`src/rtl/wavemem_dma_pkg.sv`:
```
package wavemem_dma_pkg;

  localparam logic [1:0] SEL_CTRL = 2'd0;
  localparam logic [1:0] SEL_PARA = 2'd1;
  localparam logic [1:0] SEL_NIB  = 2'd2;

  typedef enum logic [2:0] {
    ST_IDLE,
    ST_MOVE,
    ST_RDREQ,
    ST_RDWAIT,
    ST_RDHOLD,
    ST_DONE
  } dmaState_t;

  typedef struct packed {
    logic loadAddr;
    logic stepAddr;
    logic memWrite;
    logic memRead;
    logic captureRd;
    logic commit;
  } dpStrobe_t;

endpackage

```
`src/rtl/wavemem_dma_ctrl.sv`:
```
module wavemem_dma_ctrl
  import wavemem_dma_pkg::*;
#(
  parameter int CNT_W = 12
) (
  input  logic             clk,
  input  logic             rst_n,
  input  logic             regWrEn,
  input  logic             regRdEn,
  input  logic [1:0]       regSel,
  input  logic [7:0]       regWrByte,
  input  logic             wideChan,
  input  logic [CNT_W-1:0] blockUnits,
  input  logic             sysInValid,
  input  logic             sysOutReady,
  output logic             sysInReady,
  output logic             sysOutValid,
  output logic [7:0]       ctrlRdData,
  output logic             irqPending,
  output logic             busy,
  output logic             wideLat,
  output logic [CNT_W-1:0] unitsLat,
  output logic             invEn,
  output logic             lowPass,
  output dpStrobe_t        strobe
);

  dmaState_t        state;
  dmaState_t        stateNext;
  logic [7:0]       ctrlReg;
  logic [7:0]       ctrlNext;
  logic             tcPending;
  logic [CNT_W:0]   bytesLeft;
  logic             ctrlWr;
  logic             ctrlRd;
  logic             startReq;
  logic             lastByte;
  logic             byteDone;

  assign busy     = (state != ST_IDLE);
  assign ctrlWr   = regWrEn && (regSel == SEL_CTRL) && !busy;
  assign ctrlRd   = regRdEn && (regSel == SEL_CTRL);
  assign startReq = ctrlWr && regWrByte[0];
  assign lastByte = (bytesLeft == {{CNT_W{1'b0}}, 1'b1});

  assign invEn   = ctrlReg[7] && !ctrlReg[1];
  assign lowPass = ctrlReg[6];

  assign sysInReady  = (state == ST_MOVE);
  assign sysOutValid = (state == ST_RDHOLD);
  assign irqPending  = tcPending;

  assign ctrlRdData = {ctrlReg[7], ctrlReg[6] | tcPending, ctrlReg[5:3],
                       ctrlReg[2] | wideChan, ctrlReg[1:0]};

  always_comb begin
    byteDone = 1'b0;
    strobe   = '0;
    stateNext = state;
    unique case (state)
      ST_IDLE: begin
        if (startReq) begin
          strobe.loadAddr = 1'b1;
          if (blockUnits == '0)      stateNext = ST_DONE;
          else if (regWrByte[1])     stateNext = ST_RDREQ;
          else                       stateNext = ST_MOVE;
        end
      end
      ST_MOVE: begin
        if (sysInValid) begin
          strobe.memWrite = 1'b1;
          strobe.stepAddr = 1'b1;
          byteDone = 1'b1;
          if (lastByte) stateNext = ST_DONE;
        end
      end
      ST_RDREQ: begin
        strobe.memRead  = 1'b1;
        strobe.stepAddr = 1'b1;
        stateNext = ST_RDWAIT;
      end
      ST_RDWAIT: begin
        strobe.captureRd = 1'b1;
        stateNext = ST_RDHOLD;
      end
      ST_RDHOLD: begin
        if (sysOutReady) begin
          byteDone = 1'b1;
          stateNext = lastByte ? ST_DONE : ST_RDREQ;
        end
      end
      ST_DONE: begin
        strobe.commit = 1'b1;
        stateNext = ST_IDLE;
      end
      default: stateNext = ST_IDLE;
    endcase
  end

  always_comb begin
    ctrlNext = ctrlReg;
    if (ctrlRd) ctrlNext = ctrlNext & 8'hBB;
    if (state == ST_DONE) ctrlNext[0] = 1'b0;
    if (ctrlWr) ctrlNext = regWrByte;
  end

  always_ff @(posedge clk) begin
    if (!rst_n) begin
      state     <= ST_IDLE;
      ctrlReg   <= '0;
      tcPending <= 1'b0;
      bytesLeft <= '0;
      wideLat   <= 1'b0;
      unitsLat  <= '0;
    end else begin
      state   <= stateNext;
      ctrlReg <= ctrlNext;
      if (state == ST_DONE && ctrlReg[5]) tcPending <= 1'b1;
      else if (ctrlRd)                    tcPending <= 1'b0;
      if (startReq) begin
        wideLat   <= wideChan;
        unitsLat  <= blockUnits;
        bytesLeft <= wideChan ? {blockUnits, 1'b0} : {1'b0, blockUnits};
      end else if (byteDone) begin
        bytesLeft <= bytesLeft - 1'b1;
      end
    end
  end

  // request bit drops once terminal count is handled
  a_r7_tc_clears_req: assert property (@(posedge clk) disable iff (!rst_n)
    (state == ST_DONE) |=> !ctrlReg[0]);

  // a control read leaves no pending flag unless a new terminal count lands
  a_r8_read_clears_flag: assert property (@(posedge clk) disable iff (!rst_n)
    (ctrlRd && state != ST_DONE) |=> !tcPending);

  // a local write only ever comes from an offered input byte
  a_r1_write_has_data: assert property (@(posedge clk) disable iff (!rst_n)
    strobe.memWrite |-> (sysInValid && sysInReady));

  // the two stream sides are never active together
  a_r4_single_direction: assert property (@(posedge clk) disable iff (!rst_n)
    $onehot0({sysInReady, sysOutValid}));

  // direction, inversion and irq enable hold for a whole block
  a_r10_config_stable: assert property (@(posedge clk) disable iff (!rst_n)
    (busy && $past(busy)) |-> $stable({ctrlReg[7], ctrlReg[5], ctrlReg[1]}));

endmodule

```
`src/rtl/wavemem_dma_path.sv`:
```
module wavemem_dma_path
  import wavemem_dma_pkg::*;
#(
  parameter  int PARA_W = 16,
  parameter  int CNT_W  = 12,
  localparam int ADDR_W = PARA_W + 4
) (
  input  logic              clk,
  input  logic              rst_n,
  input  logic              regWrEn,
  input  logic [1:0]        regSel,
  input  logic [PARA_W-1:0] regWrData,
  input  logic              busy,
  input  logic              wideChan,
  input  logic              wideLat,
  input  logic [CNT_W-1:0]  unitsLat,
  input  logic              invEn,
  input  logic              lowPass,
  input  dpStrobe_t         strobe,
  input  logic [7:0]        sysInData,
  input  logic [7:0]        memRdData,
  output logic [7:0]        sysOutData,
  output logic              memEn,
  output logic              memWe,
  output logic [ADDR_W-1:0] memAddr,
  output logic [7:0]        memWrData,
  output logic [PARA_W-1:0] paraRdData,
  output logic [3:0]        nibRdData
);

  logic [PARA_W-1:0] startReg;
  logic [3:0]        nibReg;
  logic [ADDR_W-1:0] rawOff;
  logic [ADDR_W-1:0] foldOff;
  logic [ADDR_W-1:0] baseOff;
  logic [ADDR_W-1:0] addrCnt;
  logic              phase;
  logic              firstOfUnit;
  logic              flipBit;
  logic [7:0]        holdReg;
  logic              wrPara;
  logic              wrNib;

  assign wrPara = regWrEn && (regSel == SEL_PARA) && !busy;
  assign wrNib  = regWrEn && (regSel == SEL_NIB)  && !busy;

  assign rawOff  = {startReg, 4'b0000} + {{PARA_W{1'b0}}, nibReg};
  assign foldOff = {rawOff[ADDR_W-1:ADDR_W-2], {(ADDR_W-2){1'b0}}}
                 | {2'b00, rawOff[ADDR_W-4:4], 5'b00000};
  assign baseOff = wideChan ? foldOff : rawOff;

  assign firstOfUnit = !wideLat || !phase;
  assign flipBit     = invEn && !(lowPass && firstOfUnit);

  assign memEn      = strobe.memWrite || strobe.memRead;
  assign memWe      = strobe.memWrite;
  assign memAddr    = addrCnt;
  assign memWrData  = {sysInData[7] ^ flipBit, sysInData[6:0]};
  assign sysOutData = holdReg;
  assign paraRdData = startReg;
  assign nibRdData  = nibReg;

  always_ff @(posedge clk) begin
    if (!rst_n) begin
      startReg <= '0;
      nibReg   <= '0;
      addrCnt  <= '0;
      phase    <= 1'b0;
      holdReg  <= '0;
    end else begin
      if (wrPara) startReg <= regWrData;
      if (wrNib)  nibReg   <= regWrData[3:0];
      if (strobe.commit) begin
        startReg <= startReg + PARA_W'(unitsLat >> 4);
        nibReg   <= nibReg + unitsLat[3:0];
      end
      if (strobe.loadAddr) begin
        addrCnt <= baseOff;
        phase   <= 1'b0;
      end else if (strobe.stepAddr) begin
        addrCnt <= addrCnt + 1'b1;
        phase   <= wideLat ? !phase : 1'b0;
      end
      if (strobe.captureRd) holdReg <= memRdData;
    end
  end

  // a folded 16-bit base always starts on an even byte
  a_r2_fold_even: assert property (@(posedge clk) disable iff (!rst_n)
    (strobe.loadAddr && wideChan) |=> !addrCnt[0]);

  // the start registers only move at commit or by an idle write
  a_r3_para_hold: assert property (@(posedge clk) disable iff (!rst_n)
    (busy && !strobe.commit) |=> $stable(startReg));

endmodule

```
`src/rtl/wavemem_dma.sv`:
```
module wavemem_dma
  import wavemem_dma_pkg::*;
#(
  parameter  int PARA_W = 16,
  parameter  int CNT_W  = 12,
  localparam int ADDR_W = PARA_W + 4
) (
  input  logic              clk,
  input  logic              rst_n,
  input  logic              regWrEn,
  input  logic              regRdEn,
  input  logic [1:0]        regSel,
  input  logic [PARA_W-1:0] regWrData,
  output logic [PARA_W-1:0] regRdData,
  input  logic              wideChan,
  input  logic [CNT_W-1:0]  blockUnits,
  input  logic              sysInValid,
  output logic              sysInReady,
  input  logic [7:0]        sysInData,
  output logic              sysOutValid,
  input  logic              sysOutReady,
  output logic [7:0]        sysOutData,
  output logic              memEn,
  output logic              memWe,
  output logic [ADDR_W-1:0] memAddr,
  output logic [7:0]        memWrData,
  input  logic [7:0]        memRdData,
  output logic              irqPending
);

  dpStrobe_t         strobe;
  logic              busy;
  logic              wideLat;
  logic [CNT_W-1:0]  unitsLat;
  logic              invEn;
  logic              lowPass;
  logic [7:0]        ctrlRdData;
  logic [PARA_W-1:0] paraRdData;
  logic [3:0]        nibRdData;

  wavemem_dma_ctrl #(.CNT_W(CNT_W)) u_ctrl (
    .clk        (clk),
    .rst_n      (rst_n),
    .regWrEn    (regWrEn),
    .regRdEn    (regRdEn),
    .regSel     (regSel),
    .regWrByte  (regWrData[7:0]),
    .wideChan   (wideChan),
    .blockUnits (blockUnits),
    .sysInValid (sysInValid),
    .sysOutReady(sysOutReady),
    .sysInReady (sysInReady),
    .sysOutValid(sysOutValid),
    .ctrlRdData (ctrlRdData),
    .irqPending (irqPending),
    .busy       (busy),
    .wideLat    (wideLat),
    .unitsLat   (unitsLat),
    .invEn      (invEn),
    .lowPass    (lowPass),
    .strobe     (strobe)
  );

  wavemem_dma_path #(.PARA_W(PARA_W), .CNT_W(CNT_W)) u_path (
    .clk        (clk),
    .rst_n      (rst_n),
    .regWrEn    (regWrEn),
    .regSel     (regSel),
    .regWrData  (regWrData),
    .busy       (busy),
    .wideChan   (wideChan),
    .wideLat    (wideLat),
    .unitsLat   (unitsLat),
    .invEn      (invEn),
    .lowPass    (lowPass),
    .strobe     (strobe),
    .sysInData  (sysInData),
    .memRdData  (memRdData),
    .sysOutData (sysOutData),
    .memEn      (memEn),
    .memWe      (memWe),
    .memAddr    (memAddr),
    .memWrData  (memWrData),
    .paraRdData (paraRdData),
    .nibRdData  (nibRdData)
  );

  always_comb begin
    unique case (regSel)
      SEL_CTRL: regRdData = {{(PARA_W-8){1'b0}}, ctrlRdData};
      SEL_PARA: regRdData = paraRdData;
      SEL_NIB:  regRdData = {{(PARA_W-4){1'b0}}, nibRdData};
      default:  regRdData = '0;
    endcase
  end

endmodule

```
`config.mk`:
```
export PLATFORM = sky130hd
export DESIGN_NAME = wavemem_dma
export DESIGN_NICKNAME = d
export VERILOG_FILES = /design/src/rtl/wavemem_dma_pkg.sv /design/src/rtl/wavemem_dma_ctrl.sv /design/src/rtl/wavemem_dma_path.sv /design/src/rtl/wavemem_dma.sv
export SDC_FILE = /design/constraint.sdc
export NUM_CORES = 1
export LEC_CHECK = 0
export ABC_AREA = 1
export BUFFER_PORTS_ARGS = -buffer_cell sky130_fd_sc_hd__buf_2
export CORE_ASPECT_RATIO = 0.8
export CORE_MARGIN = 2
export CORE_UTILIZATION = 50
export CTS_BUF_LIST = sky130_fd_sc_hd__clkbuf_16
export DETAILED_ROUTE_END_ITERATION = 8
export HOLD_SLACK_MARGIN = 0.1
export PLACE_DENSITY = 0.76
export SYNTH_ARGS = -nofsm -noshare
export SYNTH_HDL_FRONTEND = slang
export SYNTH_SLANG_ARGS = --single-unit
```
`constraint.sdc`:
```
create_clock -name clk -period 1.66 [get_ports clk]
set_input_delay 0.249 -clock clk [delete_from_list [all_inputs] [get_ports clk]]
set_output_delay 0.249 -clock clk [all_outputs]
set_load 0.05 [all_outputs]
```
==> results of run 1 <==
-- cells by family (layout without fill, tap and decap cells) --
logic type	Yosys count	after routing	share of synthesized area
compound gates	195	195	0.1902
flops	87	87	0.3115
xor+xnor	20	20	0.03133
buf+inv	129	277	0.09957
simple gates	430	430	0.3289
fa+ha+maj	16	16	0.03849
-- cell type report --
class | count | area, um^2
Clock buffer | 9 | 225.2
Tap cell | 144 | 180.2
Timing Repair Buffer | 166 | 1089
Fill cell | 989 | 3632
Clock inverter | 7 | 72.57
Sequential cell | 87 | 1779
Inverter | 94 | 375.4
Multi-Input combinational cell | 661 | 3532
Timing Repair inverter | 1 | 5.005
-- critical path, stage by stage (launching register included) --
cell and delay [ns]:
dfxtp_2 0.34, ha_4 0.16, fa_2 0.36, nand2_2 0.08, nand2_2 0.06, nand3b_1 0.10
nand2_2 0.09, nand2_1 0.09, o21ai_2 0.06, nand3_1 0.06, nand2_1 0.05, nor2_1 0.08
nor2_1 0.04
-- layout by cell type, fill, tap and decap left out, types with 6 or more instances in the layout --
master     count
nand2_1      209
nor2_1       105
o21ai_0       97
buf_2         88
inv_1         79
buf_4         66
dfxtp_1       61
nand3_1       49
a21oi_1       46
dfxtp_2       24
a31oi_1       16
xor2_1        13
nand4_1       12
nand2_2       11
clkbuf_16      9
inv_2          8
o211ai_1       8
ha_4           8
buf_6          8
xnor2_1        7
nor2_2         7
nand3_2        6
o22ai_1        6
ha_1           6
-- stage by stage --
step | instances | TNS (ns) | power, W | utilization | hold WS [ns]
final | 1169 | -0.03005 | 0.007124 | 0.6665 | 0.1305
after global routing | 1169 | -0.5636 | 0.007516 | 0.6665 | 0.1308
after CTS | 1165 | -0.005328 | 0.006987 | 0.6423 | 0.1258
after detailed placement | 1148 | -1.061 | 0.004917 | 0.6102 | 0.4701
after global placement | 1148 | -0.2521 | 0.004891 | 0.6102 | 0.4632
after floorplan | 877 | -0.4648 | 0.004240 | - | 0.3839
-- where the power goes --
group | internal [W] | switching [W]
combinational | 0.000900 | 0.00157
clock | 0.00117 | 0.000908
sequential | 0.00231 | 0.000268
-- state kept, by name, indices dropped and copies added (netlist names), 3 cells and up --
register,flops
u_ctrl.state,3
u_path.nibRdData,4
u_ctrl.unitsLat,12
u_ctrl.ctrlReg,8
u_path.paraRdData,16
u_path.sysOutData,8
u_ctrl.bytesLeft,13
u_path.memAddr,20
-- metal layers --
metal,global-route usage,up-vias,share of wire
li1,-,3165,-
met1,0.4257,2895,0.45
met2,0.4214,350,0.43
met3,0.06192,33,0.10
met4,0.08488,2,0.019
met5,0,-,0.00074
-- timing repair --
action                     in CTS  in global routing
setup endpoints to repair       9                 53
buffers inserted                1                  3
cloned                          0                  1
resized for setup              15                 78
pin swaps                       2                 10
-- worst paths after layout --
| check | end | slack (ns) |
|---|---|---|
| max | u_path.paraRdData[10] | -0.03 |
| min | u_path.sysOutData[7] | 0.13 |
| max reg2reg | u_path.paraRdData[10] | -0.03 |
| min reg2reg | u_ctrl.ctrlReg[2] | 0.48 |
==> impl_metrics.py, run 1 <==
metrics = {
    "outcome": {
        "status": "finished with violations",
        "violations": "negative setup slack",
    },
    "place": {
        "numPortBuffers": 95,
        "place_ws_ns": -0.1007,
        "placed_area_um2": 6645,
        "routabilityCongestion": 0.9778,
        "hpwl_um": 13190,
    },
    "route": {
        "wl_per_cell_um": 15.04,
        "ant_nets": 0,
        "vias_per_cell": 5.513,
        "drc": 0,
        "drt_first_pass_iters": 5,
        "dr_total_vias": 6445,
        "wirelength_um": 17580,
        "drtIter0Drc": 607,
    },
    "timing": {
        "setup_ws_ns": -0.03005,
        "worst_slew_pin_slew_ns": 0.5459,
        "hold_viol_final": 0,
        "period_share": 1.018,
        "relSlewSlack": 0.6361,
        "finClkSkew_ns": 0.008656,
        "setup_viol": 1,
        "drv_slew": 0,
        "rsz0062_at_grt": "yes",
        "fin_crit_ns": 1.690,
        "max_freq_mhz": 591.7,
    },
    "cts": {
        "clockBufferDepth": 2,
        "cts.htree.levels": 3,
        "postCtsHoldBufs": 0,
        "numCtsBuffers": 9,
        "clk_pin_slew_ns": 0.07,
        "cts_tree": "yes",
        "cts_sinks": 87,
        "clock-root-buffer": "clkbuf_16",
        "insertion_delay_ns": 0.35,
    },
    "hold_path": {
        "min_from": "memRdData[7]",
        "hold_path.class": "input pin to flop",
        "hold_path_depth": 3,
    },
    "global_route": {
        "grt_use_total": 0.2886,
        "grt_pass1_wl_um": 27660,
        "antenna_found_initial": 1,
        "grt_pass1_vias": 5618,
        "grt_max_degree": 31,
        "grt-ovfl-total": 0,
    },
    "setup_path": {
        "start_kind": "flop",
        "setup.worst_path.end_class": "flop",
        "crit_fanout": 3,
        "startpoint": "u_ctrl.unitsLat[4]",
        "cp.required_ns": 1.89,
        "critPathKind": "flop to flop",
        "arrival_ns": 1.92,
        "timing.rr.start": "u_ctrl.unitsLat[4]",
        "rr_worst_depth": 12,
    },
    "synth": {
        "async_flop_share": 0,
        "yosys_warnings": 0,
        "synthDistinctLibCells": 42,
        "yosysTopAreaCell": "dfxtp_1",
        "ys_seq_area_frac": 0.3115,
        "synth_area_per_cell_um2": 6.376,
        "syn_nets": 946,
        "syn_area_um2": 5592,
        "yosysMostFrequentCell": "nand2_1",
        "synth_top_area_frac": 0.3115,
        "synth-main-ff-cell": "dfxtp_1",
        "synth_cells": 877,
        "synthTopCellsByArea": "dfxtp_1, nand2_1, o21ai_0",
        "synth_common_cells": "nand2_1, nor2_1, o21ai_0, dfxtp_1, inv_1",
        "synth-seq-cells": 87,
        "synth_edf_count": 0,
    },
    "job": {
        "drv_cap": 0,
    },
    "cells_and_area": {
        "fin_area_um2": 7258,
        "drive_gt1_frac": 0.2751,
        "area_delta_synth_final_pct": 29.81,
        "nets": 1089,
        "diodes": 0,
    },
    "floorplan": {
        "start_util": 0.5134,
        "dieArea_um2": 12050,
        "die_h_um": 98.59,
        "core-area_um2": 10890,
        "fp-row-count": 34,
        "io_pins": 110,
        "fp.dieW_um": 122.2,
    },
    "power_and_ir_drop": {
        "leakagePower_nw": 3.329,
        "ir_drop_v": 0.0005624,
        "p_per_area_nw_per_um2": 981.5,
    },
}
Note: power is estimated with default switching activity, not from simulation.
==> run 2, diff against run 1 <==
TNS_END_PERCENT = 20   (was not set)
==> run 2 against run 1 <==
Compared with the run above:
- critical endpoint is now u_path.paraRdData[6]
- critical path type unchanged
- register-to-register slack worse by 0.06 ns
- largest cell class unchanged
- clock power is 4% lower
- largest power group unchanged
- critical path depth is 2 lower
- routed wire length is 1.0% lower
- sequential power hardly changed
- design area is 1.3% lower
- the run still ends with negative setup slack left
- power is 1.5% lower
- via count is 1.0% lower
==> impl_metrics.py, run 2 (synthesized netlist as in run 1, its figures left out) <==
metrics = {
    "route": {
        "wl_per_cell_um": 14.98,
        "drt_first_pass_iters": 5,
        "ant_nets": 0,
        "vias_per_cell": 5.491,
        "drtIter0Drc": 542,
        "wirelength_um": 17400,
        "drc": 0,
        "dr_total_vias": 6380,
    },
    "floorplan": {
        "fp-row-count": 34,
        "io_pins": 110,
        "die_h_um": 98.59,
        "core-area_um2": 10890,
        "dieArea_um2": 12050,
        "fp.dieW_um": 122.2,
        "start_util": 0.5134,
    },
    "power_and_ir_drop": {
        "p_int_w": 0.004353,
        "combinationalPowerShare": 0.353,
        "power_w": 0.007014,
        "swShare": 0.3794,
        "ir_drop_v": 0.0005354,
        "leakagePower_nw": 3.298,
        "power_frac_clock": 0.284,
        "p_switching_w": 0.002661,
        "p_per_area_nw_per_um2": 979.4,
        "seq_power_share": 0.364,
    },
    "cells_and_area": {
        "largest_reg_flops": 20,
        "diodes": 0,
        "finalNonFillerCells": 1162,
        "fin_area_um2": 7162,
        "mostFrequentLayoutCells": "nand2_1, nor2_1, o21ai_0",
        "final_common_cell": "nand2_1",
        "regArea_um2": 1762,
        "multi_input_area_um2": 3526,
        "nets": 1083,
        "drive_gt1_frac": 0.2564,
        "n_fill_cell": 1000,
        "area_delta_synth_final_pct": 28.08,
    },
    "timing": {
        "hold_viol_final": 0,
        "drv_slew": 0,
        "setup_ws_ns": -0.08630,
        "fin_crit_ns": 1.746,
        "period_share": 1.052,
        "rsz0062_at_grt": "yes",
        "worst_slew_pin_slew_ns": 0.4601,
        "max_freq_mhz": 572.6,
        "setup_viol": 4,
        "finClkSkew_ns": 0.008311,
        "relSlewSlack": 0.6930,
    },
    "setup_path": {
        "rr_worst_depth": 10,
        "start_kind": "flop",
        "slowest_delay_ns": 0.41,
        "cp.required_ns": 1.90,
        "setup.worst_path.end_class": "flop",
        "crit_top_cell": "nand2_2",
        "arrival_ns": 1.98,
        "critPathKind": "flop to flop",
        "cp_slowest_cell": "fa_2",
        "crit_fanout": 3,
        "cp_cell_sequence": "ha_4 -> fa_2 -> nand2_2 -> nand2_2 -> nand3b_1 -> nand2_2 -> buf_4 -> xor2_1 -> nor2_1 -> nor2_1",
    },
    "outcome": {
        "violations": "negative setup slack",
        "status": "finished with violations",
    },
    "place": {
        "hpwl_um": 12940,
        "placed_area_um2": 6618,
        "routabilityCongestion": 0.9533,
        "numPortBuffers": 95,
        "dp_cells": 1145,
    },
    "cts": {
        "postCtsHoldBufs": 0,
        "cts.htree.levels": 3,
        "clock-root-buffer": "clkbuf_16",
        "cts_sinks": 87,
        "numCtsBuffers": 9,
        "clockBufferDepth": 2,
        "insertion_delay_ns": 0.34,
        "cts_tree": "yes",
        "clk_pin_slew_ns": 0.06,
    },
    "hold_path": {
        "hold_path_depth": 3,
        "hold_path.class": "input pin to flop",
    },
    "global_route": {
        "grt_pass1_wl_um": 27300,
        "antenna_found_initial": 0,
        "grt_max_degree": 27,
        "grt-ovfl-total": 0,
        "grt_pass1_vias": 5507,
        "grt_use_total": 0.2884,
    },
    "job": {
        "drv_cap": 0,
    },
}
run 2: cell type report:
type                       count  share of cell area
timing repair buffer         161              0.1457
sequential                    87              0.2460
clock inverter                 6            0.007512
clock buffer                   9             0.03145
multi-input combinational    661              0.4923
inverter                      94             0.05189
tap                          144             0.02516
run 2: metrics by stage:
stage	TNS [ns]	utilization	setup slack, ns	hold slack (ns)
floorplan	-1.779	-	-0.2984	0.3839
global placement	-0.2918	0.6077	-0.08691	0.4543
detailed placement	-0.6220	0.6077	-0.1273	0.4594
CTS	-0.02459	0.6368	-0.02075	0.1298
global route	-1.312	0.6576	-0.2055	0.1578
finish	-0.2133	0.6576	-0.08630	0.1347
run 2: per-layer routing:
metal / global-route usage / share of wire
met1: 0.4189 / 0.45
met2: 0.4222 / 0.43
met3: 0.06713 / 0.094
met4: 0.09019 / 0.019
met5: 0 / 0
run 2: critical path: cells and delay by family (launching register included):
kind          cells  cell delay (ns)
buf+inv           1             0.15
xor+xnor          1             0.13
flops             1             0.33
fa+ha+maj         2             0.57
simple gates      6             0.45
run 2: worst paths after layout:
check	startpoint	to	slack [ns]
min	memRdData[5]	u_path.sysOutData[5]	0.13
max reg2reg	u_ctrl.unitsLat[4]	u_path.paraRdData[6]	-0.09
min reg2reg	u_ctrl.unitsLat[2]	u_ctrl.unitsLat[2]	0.48
max	u_ctrl.unitsLat[4]	u_path.paraRdData[6]	-0.09
run 2: power by group through the flow:
stage	sequential [W]	combinational, W	clock, W
global placement	0.00258	0.00232	0
floorplan	0.00281	0.00142	0
detailed placement	0.00257	0.00235	0
CTS	0.00253	0.00237	0.00200
finish	0.00255	0.00247	0.00199
global route	0.00258	0.00272	0.00209
run 2: timing repair:
item                       in CTS  in global routing
setup endpoints to repair       9                 50
buffers inserted                0                  2
pin swaps                       0                 17
gates resized for setup        12                 67
